--- src/rtl/cot_chop_pkg.sv ---
`timescale 1ns/1ps
// Shared phase encoding for the constant off-time chopper.
// Assumes: the gate logic downstream decodes these exact code values.
package cot_chop_pkg;
    typedef enum logic [2:0] {
        PH_IDLE   = 3'd0,
        PH_ON     = 3'd1,
        PH_DEAD_A = 3'd2,
        PH_SYNC   = 3'd3,
        PH_DEAD_B = 3'd4
    } chop_phase_e;
endpackage

--- src/rtl/cot_chop_blank.sv ---
`timescale 1ns/1ps
// Blanking timer: masks the sense comparator for blank_cyc_i edges,
// starting at the edge that first sees the low-side gate indication high.
// Assumes: clr_i is held while the bridge is disabled.
module cot_chop_blank #(
    parameter int CNT_W = 12
) (
    input  logic             clk,
    input  logic             rst_n,
    input  logic             clr_i,
    input  logic             gate_on_i,
    input  logic [CNT_W-1:0] blank_cyc_i,
    output logic             mask_o
);
    logic             gate_q;
    logic [CNT_W-1:0] left_q;
    logic             rise;

    // Edge detect on the gate indication.
    always_comb rise = gate_on_i && !gate_q;

    // Comparator is masked on the rising edge and while the window runs.
    always_comb mask_o = (rise && (blank_cyc_i != '0)) || (left_q != '0);

    // Window counter: loads on a gate rise, then counts down to zero.
    always_ff @(posedge clk) begin
        if (!rst_n || clr_i) begin
            gate_q <= 1'b0;
            left_q <= '0;
        end else begin
            gate_q <= gate_on_i;
            if (rise)
                left_q <= (blank_cyc_i == '0) ? '0 : blank_cyc_i - 1'b1;
            else if (left_q != '0)
                left_q <= left_q - 1'b1;
        end
    end

    // a window longer than one edge is still masking on the next edge.
    a_r6_window_holds: assert property (@(posedge clk) disable iff (!rst_n)
        (!clr_i && rise && blank_cyc_i > 1 && $stable(blank_cyc_i)) |=> (mask_o || clr_i));
endmodule

--- src/rtl/cot_chop_minon.sv ---
`timescale 1ns/1ps
// Minimum drive-time timer: counts the cycles spent in the drive phase and
// reports when the drive phase may end.
// Assumes: in_on_i is high exactly while the sequencer is in the drive phase.
module cot_chop_minon #(
    parameter int CNT_W = 12
) (
    input  logic             clk,
    input  logic             rst_n,
    input  logic             in_on_i,
    input  logic [CNT_W-1:0] minon_cyc_i,
    output logic             min_ok_o
);
    localparam logic [CNT_W-1:0] CNT_MAX = '1;

    logic [CNT_W-1:0] on_cnt_q;
    logic [CNT_W:0]   on_len;

    // Cycles already spent in drive, counting the present one.
    always_comb on_len = {1'b0, on_cnt_q} + 1'b1;
    always_comb min_ok_o = in_on_i && (on_len >= {1'b0, minon_cyc_i});

    // Saturating drive-time counter, cleared outside the drive phase.
    always_ff @(posedge clk) begin
        if (!rst_n || !in_on_i)
            on_cnt_q <= '0;
        else if (on_cnt_q != CNT_MAX)
            on_cnt_q <= on_cnt_q + 1'b1;
    end

    // once the minimum is met it stays met for the rest of the drive phase.
    a_r7_ok_monotone: assert property (@(posedge clk) disable iff (!rst_n)
        (min_ok_o && $stable(minon_cyc_i)) |=> (!in_on_i || min_ok_o || !$stable(minon_cyc_i)));
endmodule

--- src/rtl/cot_chop_seq.sv ---
`timescale 1ns/1ps
// Phase sequencer: drive, dead time, synchronous rectification, dead time.
// The off-time monostable spans the first dead time and the rectification.
// Assumes: off_cyc_i > dead_cyc_i >= 1 while enabled.
module cot_chop_seq
    import cot_chop_pkg::*;
#(
    parameter int CNT_W = 12
) (
    input  logic             clk,
    input  logic             rst_n,
    input  logic             en_i,
    input  logic             trip_ok_i,
    input  logic [CNT_W-1:0] off_cyc_i,
    input  logic [CNT_W-1:0] dead_cyc_i,
    output chop_phase_e      phase_o
);
    chop_phase_e      phase_q;
    logic [CNT_W-1:0] tmr_q;
    logic [CNT_W:0]   tmr_p1;

    // Elapsed cycles in the running interval, counting the present one.
    always_comb tmr_p1 = {1'b0, tmr_q} + 1'b1;

    // Phase and interval timer update.
    always_ff @(posedge clk) begin
        if (!rst_n || !en_i) begin
            phase_q <= PH_IDLE;
            tmr_q   <= '0;
        end else begin
            case (phase_q)
                PH_IDLE: begin
                    phase_q <= PH_ON;
                    tmr_q   <= '0;
                end
                PH_ON: begin
                    tmr_q <= '0;
                    if (trip_ok_i) phase_q <= PH_DEAD_A;
                end
                PH_DEAD_A: begin
                    tmr_q <= tmr_q + 1'b1;
                    if (tmr_p1 >= {1'b0, dead_cyc_i}) phase_q <= PH_SYNC;
                end
                PH_SYNC: begin
                    if (tmr_p1 >= {1'b0, off_cyc_i}) begin
                        phase_q <= PH_DEAD_B;
                        tmr_q   <= '0;
                    end else begin
                        tmr_q <= tmr_q + 1'b1;
                    end
                end
                PH_DEAD_B: begin
                    if (tmr_p1 >= {1'b0, dead_cyc_i}) begin
                        phase_q <= PH_ON;
                        tmr_q   <= '0;
                    end else begin
                        tmr_q <= tmr_q + 1'b1;
                    end
                end
                default: begin
                    phase_q <= PH_IDLE;
                    tmr_q   <= '0;
                end
            endcase
        end
    end

    always_comb phase_o = phase_q;

    // an enabled idle block enters drive on the next edge.
    a_r1_start: assert property (@(posedge clk) disable iff (!rst_n)
        (en_i && phase_q == PH_IDLE) |=> phase_q == PH_ON);
    // drive is left only for the first dead time.
    a_r3_after_on: assert property (@(posedge clk) disable iff (!rst_n)
        (en_i && phase_q == PH_ON) |=> (phase_q == PH_ON || phase_q == PH_DEAD_A));
    // the first dead time leads only to rectification.
    a_r3_after_dead_a: assert property (@(posedge clk) disable iff (!rst_n)
        (en_i && phase_q == PH_DEAD_A) |=> (phase_q == PH_DEAD_A || phase_q == PH_SYNC));
    // rectification leads only to the second dead time.
    a_r3_after_sync: assert property (@(posedge clk) disable iff (!rst_n)
        (en_i && phase_q == PH_SYNC) |=> (phase_q == PH_SYNC || phase_q == PH_DEAD_B));
    // drive resumes only through the second dead time.
    a_r4_dead_before_on: assert property (@(posedge clk) disable iff (!rst_n)
        (en_i && phase_q == PH_DEAD_B) |=> (phase_q == PH_DEAD_B || phase_q == PH_ON));
    // disable forces idle on the next edge.
    a_r8_disable_idle: assert property (@(posedge clk) disable iff (!rst_n)
        !en_i |=> phase_q == PH_IDLE);
endmodule

--- src/rtl/cot_chopper.sv ---
`timescale 1ns/1ps
// Constant off-time current chopper for one bridge. Combines the blanking
// timer, the minimum drive-time timer and the phase sequencer.
// Assumes: trip_i and gate_on_i are synchronous to clk; off_cyc_i > dead_cyc_i >= 1.
module cot_chopper
    import cot_chop_pkg::*;
#(
    parameter int CNT_W = 12
) (
    input  logic             clk,
    input  logic             rst_n,
    input  logic             en_i,
    input  logic             trip_i,
    input  logic             gate_on_i,
    input  logic [CNT_W-1:0] off_cyc_i,
    input  logic [CNT_W-1:0] dead_cyc_i,
    input  logic [CNT_W-1:0] blank_cyc_i,
    input  logic [CNT_W-1:0] minon_cyc_i,
    output logic             chop_on_o,
    output logic [2:0]       phase_o
);
    chop_phase_e phase;
    logic        mask;
    logic        min_ok;
    logic        in_on;
    logic        trip_ok;

    // Drive-phase flag shared by the timers.
    always_comb in_on = (phase == PH_ON);
    // A trip counts only when unblanked and past the minimum drive time.
    always_comb trip_ok = trip_i && !mask && min_ok;

    cot_chop_blank #(.CNT_W(CNT_W)) u_blank (
        .clk        (clk),
        .rst_n      (rst_n),
        .clr_i      (!en_i),
        .gate_on_i  (gate_on_i),
        .blank_cyc_i(blank_cyc_i),
        .mask_o     (mask)
    );

    cot_chop_minon #(.CNT_W(CNT_W)) u_minon (
        .clk        (clk),
        .rst_n      (rst_n),
        .in_on_i    (in_on),
        .minon_cyc_i(minon_cyc_i),
        .min_ok_o   (min_ok)
    );

    cot_chop_seq #(.CNT_W(CNT_W)) u_seq (
        .clk       (clk),
        .rst_n     (rst_n),
        .en_i      (en_i),
        .trip_ok_i (trip_ok),
        .off_cyc_i (off_cyc_i),
        .dead_cyc_i(dead_cyc_i),
        .phase_o   (phase)
    );

    // Output drive: low-side command and phase code for the gate logic.
    always_comb begin
        chop_on_o = in_on;
        phase_o   = phase;
    end

    // an accepted trip ends drive on the next edge.
    a_r2_trip_ends_on: assert property (@(posedge clk) disable iff (!rst_n)
        (en_i && in_on && trip_i && !mask && min_ok) |=> phase_o == 3'd2);
    // a blanked comparator cannot end drive.
    a_r6_blank_holds_on: assert property (@(posedge clk) disable iff (!rst_n)
        (en_i && in_on && mask) |=> chop_on_o);
    // drive continues until the minimum drive time is met.
    a_r7_min_on: assert property (@(posedge clk) disable iff (!rst_n)
        (en_i && in_on && !min_ok) |=> chop_on_o);
    // the off phases never return to drive before the second dead time.
    a_r5_no_early_on: assert property (@(posedge clk) disable iff (!rst_n)
        (phase_o == 3'd2 || phase_o == 3'd3) |=> !chop_on_o);
endmodule

--- config.mk ---
export PLATFORM = sky130hd
export DESIGN_NAME = cot_chopper
export DESIGN_NICKNAME = d
export VERILOG_FILES = /design/src/rtl/cot_chop_pkg.sv /design/src/rtl/cot_chop_blank.sv /design/src/rtl/cot_chop_minon.sv /design/src/rtl/cot_chop_seq.sv /design/src/rtl/cot_chopper.sv
export SDC_FILE = /design/constraint.sdc
export NUM_CORES = 1
export LEC_CHECK = 0
export BUFFER_PORTS_ARGS = -buffer_cell sky130_fd_sc_hd__buf_2
export CAP_MARGIN = 20
export CORE_MARGIN = 5
export CORE_UTILIZATION = 50
export CTS_BUF_LIST = sky130_fd_sc_hd__clkbuf_2
export CTS_CLUSTER_SIZE = 28
export DETAILED_ROUTE_END_ITERATION = 8
export GPL_ROUTABILITY_DRIVEN = 0
export GPL_TIMING_DRIVEN = 0
export PLACE_DENSITY = 0.84
export SETUP_SLACK_MARGIN = 0.2
export SLEW_MARGIN = 25
export SYNTH_ARGS = -nofsm -noshare
export SYNTH_HDL_FRONTEND = slang
export SYNTH_HIERARCHICAL = 1
export SYNTH_SLANG_ARGS = --single-unit
export TNS_END_PERCENT = 50
--- constraint.sdc ---
create_clock -name clk -period 7.6 [get_ports clk]
set_clock_uncertainty 0.2 [all_clocks]
set_input_delay 0.76 -clock clk [delete_from_list [all_inputs] [get_ports clk]]
set_output_delay 0.76 -clock clk [all_outputs]
set_load 0.02 [all_outputs]
==> metrics.md <==
| Metric | Value |
|---|---|
| EDFF count, synth | `0` |
| Post-synthesis adder-cell area fraction | `0.153` |
| CTS H-tree lvls | `2` |
| WP data required | `7720 ps` |
| Setup TNS | `0 ps` |
| Crit end category | `register` |
| VDD IR max | `0.0667 mV` |
| Min-delay src | `gate_on_i` |
| Pwr Density | `111 nW/µm²` |
| Switching Power | `0.138 mW` |
| Seq cells post-synth | `40` |
| Die W | `92.9 µm` |
| RSZ-0062 raised after global routing | `no` |
| Fin crit share | `0.501` |
| LEAKAGE | `1.86 nW` |
| Clk slew on worst S/H paths | `200 ps` |
| Synth area leader | `dfxtp_1` |
| Worst-Margin Slew | `766 ps` |
| Xor/xnor cell area share of the yosys netlist | `0.0764` |
| Startpoint types | `register` |
| Avg Cell Area, Syn | `8.33 µm²` |
| Dpl cells | `549` |
| Min Tclk post-route | `3810 ps` |
| Max-Cap Viols | `0` |
| Final WS setup | `3790 ps` |
| Reg2Reg Depth | `13` |
| Flop pwr share | `0.526` |
| Synth Net Count | `508` |
| Internal | `0.291 mW` |
| Starting Density | `0.509` |
| Hold endpoint | `u_blank/gate_q` |
| Unique masters post-synth | `67` |
| Top post-synthesis cells by area | `dfxtp_1 (23%), ha_1 (15%), inv_1 (5.5%)` |
| ANT cells | `0` |
| WL/cell | `13.8 µm` |
| Via count | `3148` |
| HP Class | `in2reg` |
| Top cell type's share of synthesized area | `0.233` |
| Reg2reg setup slack | `3790 ps` |
| Hold Path Cell Cnt | `2` |
| Comb power frac | `0.270` |
| Clk buf depth | `2` |
| Synth Instances | `413` |
| Commonest non-fill, non-tap cell in the layout | `buf_2` |
| Slew margin rel. | `0.485` |
| Worst slack, placed | `3900 ps` |
| Synthesis Warnings | `6` |
| CP max FO | `6` |
| Vias in the first global route | `3026` |
| Die Ht | `92.9 µm` |
| Number of antenna violations at the first check in global routing | `0` |
| Nets | `571` |
| First-pass GRT wire length | `13200 µm` |
| Hold Vio Cnt, Final | `0` |
| TritonRoute pass-1 iters | `5` |
| # setup viols final | `0` |
| Post-route ant nets | `0` |
| Die area | `8640 µm²` |
| Post-synthesis compound-gate area fraction | `0.201` |
| Final core utilization | `0.571` |
| Fmax | `0.262 GHz` |
| Final Routed Wirelength | `7660 µm` |
| Num rows | `30` |
| # DRC | `0` |
| Pins over their slew limit | `0` |
| Gr ovfl total | `0` |
| CTS resizes | `0` |
| Commonest cells after routing, fill and taps aside | `buf_2 (59), inv_1 (50), ha_1 (42), dfxtp_1 (40), nand2_1 (25)` |
| Pin count of the biggest net entering global routing | `12` |
| Hold Buf Count CTS | `0` |
| Status | `complete, no violations` |
| IO Pins | `57` |
| Count of clock tree sinks | `40` |
| PortBufs | `56` |
| CTS tree | `done` |
| FF-to-FF Start | `u_minon/on_cnt_q[0]` |
| Tot GR Track Use | `0.183` |
| WP data arrival | `3930 ps` |
| 1st-iter DRT viols | `115` |
| Post-synthesis mux area share | `0.00873` |
| Core ar. | `6760 µm²` |
| Main synth FF type | `dfxtp_1` |
| Skew-Pair Late Insertion Delay | `400 ps` |
| Largest family of logic cells by synthesized area | `simple AND/OR/NAND/NOR gates` |
| Setup bufs post-CTS | `0` |
| Non-Filler Instances | `556` |
| DR vias/cell | `5.66` |
| Synthesized area | `3440 µm²` |
| WS Path Type | `reg2reg` |
| Clock share of power | `0.205` |
| Post-synth ARST share | `0` |
| Proportion of layout cells with a drive suffix above 1 | `0.204` |
| Reg-to-Reg End | `u_seq/phase_o[0]` |
| Switching Fraction | `0.321` |
| Area growth syn-to-layout | `12.1%` |
| Root buf cell | `clkbuf_2` |
| Sequential area share after synthesis | `0.233` |
| Post-Synth Simple-Gate Area | `0.256` |
| DPL Wire Length | `6220 µm` |
| Num CTS Buffers | `5` |
[power groups by stage]
stage / sequential, mW / combinational (mW) / clock (mW)
finish: 0.226 / 0.116 / 0.0879
global route: 0.227 / 0.131 / 0.101
floorplan: 0.228 / 0.0790 / 0
CTS: 0.225 / 0.115 / 0.0912
global placement: 0.229 / 0.110 / 0
detailed placement: 0.230 / 0.114 / 0
[flip-flops by register name (all words and copies together), names as in the netlist]
name and count:
u_seq/phase_o 3, u_blank/left_q 12, u_blank/gate_q 1, u_minon/on_cnt_q 12
u_seq/tmr_q 12
[Yosys cell counts (all sizes together), types with 6 or more instances]
cell / n
a21o: 6
a21oi: 34
a31oi: 8
and3: 8
dfxtp: 40
ha: 42
inv: 50
nand2: 25
nand2b: 6
nand3: 25
nand4: 11
nor2: 16
nor2b: 6
nor3: 9
nor3b: 10
o21ai: 13
or4: 6
xnor2: 17
xor2: 13
[worst max path at each step]
stage / from / end / slack (ps) / depth (start not counted)
3_5_place_dp: u_minon/on_cnt_q[0] / u_seq/phase_o[0] / 3900 / 13
6_report: u_minon/on_cnt_q[0] / u_seq/phase_o[0] / 3790 / 13
4_1_cts: u_minon/on_cnt_q[0] / u_seq/phase_o[0] / 3880 / 13
5_1_grt: u_minon/on_cnt_q[0] / u_seq/phase_o[0] / 3500 / 13
2_1_floorplan: u_minon/on_cnt_q[0] / u_seq/phase_o[0] / 4380 / 13
3_3_place_gp: u_minon/on_cnt_q[0] / u_seq/phase_o[0] / 4030 / 13
[stage by stage]
step / hold WS (ps) / cell area (µm²) / power [mW]
2_1_floorplan: 323 / 3440 / 0.307
3_3_place_gp: 348 / 3820 / 0.339
4_1_cts: 372 / 3850 / 0.432
5_1_grt: 389 / 3850 / 0.458
6_report: 384 / 3850 / 0.429
3_5_place_dp: 353 / 3820 / 0.344
[critical path, cell delays in order (launching register included)]
cell      delay [ps]
dfxtp_1          470
ha_1             260
nand2_1          100
nor3_1           600
nand3_1          180
xnor2_1          170
ha_1             290
nand4_1          140
a311o_1          140
or3b_1           330
and3b_1          210
o21a_1           170
o22a_1           190
a221oi_1         280
[logic make-up (layout without fill, tap and decap cells)]
kind of cell               count (synthesis)  after routing
and+or+nand+nor                          143            143
AOI/OAI and AO/OA                         96             96
buffers and inverters                     59            122
adders and majority gates                 42             42
DFF                                       40             40
xor gates and xnor gates                  30             30
muxes                                      3              3
[cell type report]
type | instances | area (µm²)
Fill cell | 615 | 2900
Multi-Input combinational cell | 314 | 2390
Sequential cell | 40 | 801
Timing Repair Buffer | 56 | 280
Inverter | 50 | 188
Tap cell | 80 | 100
Buffer | 9 | 61.3
Clock buffer | 6 | 30.0
Clock inverter | 1 | 5.00
[layer usage]
layer | GRT usage | up-vias | routed length [µm]
met2 | 0.324 | 96 | 3680
met4 | 0.0537 | 0 | 70
met1 | 0.229 | 1428 | 3500
met3 | 0.0260 | 6 | 413
li1 | - | 1618 | -
met5 | 0 | - | 0
(Power assumes the default switching activity.)
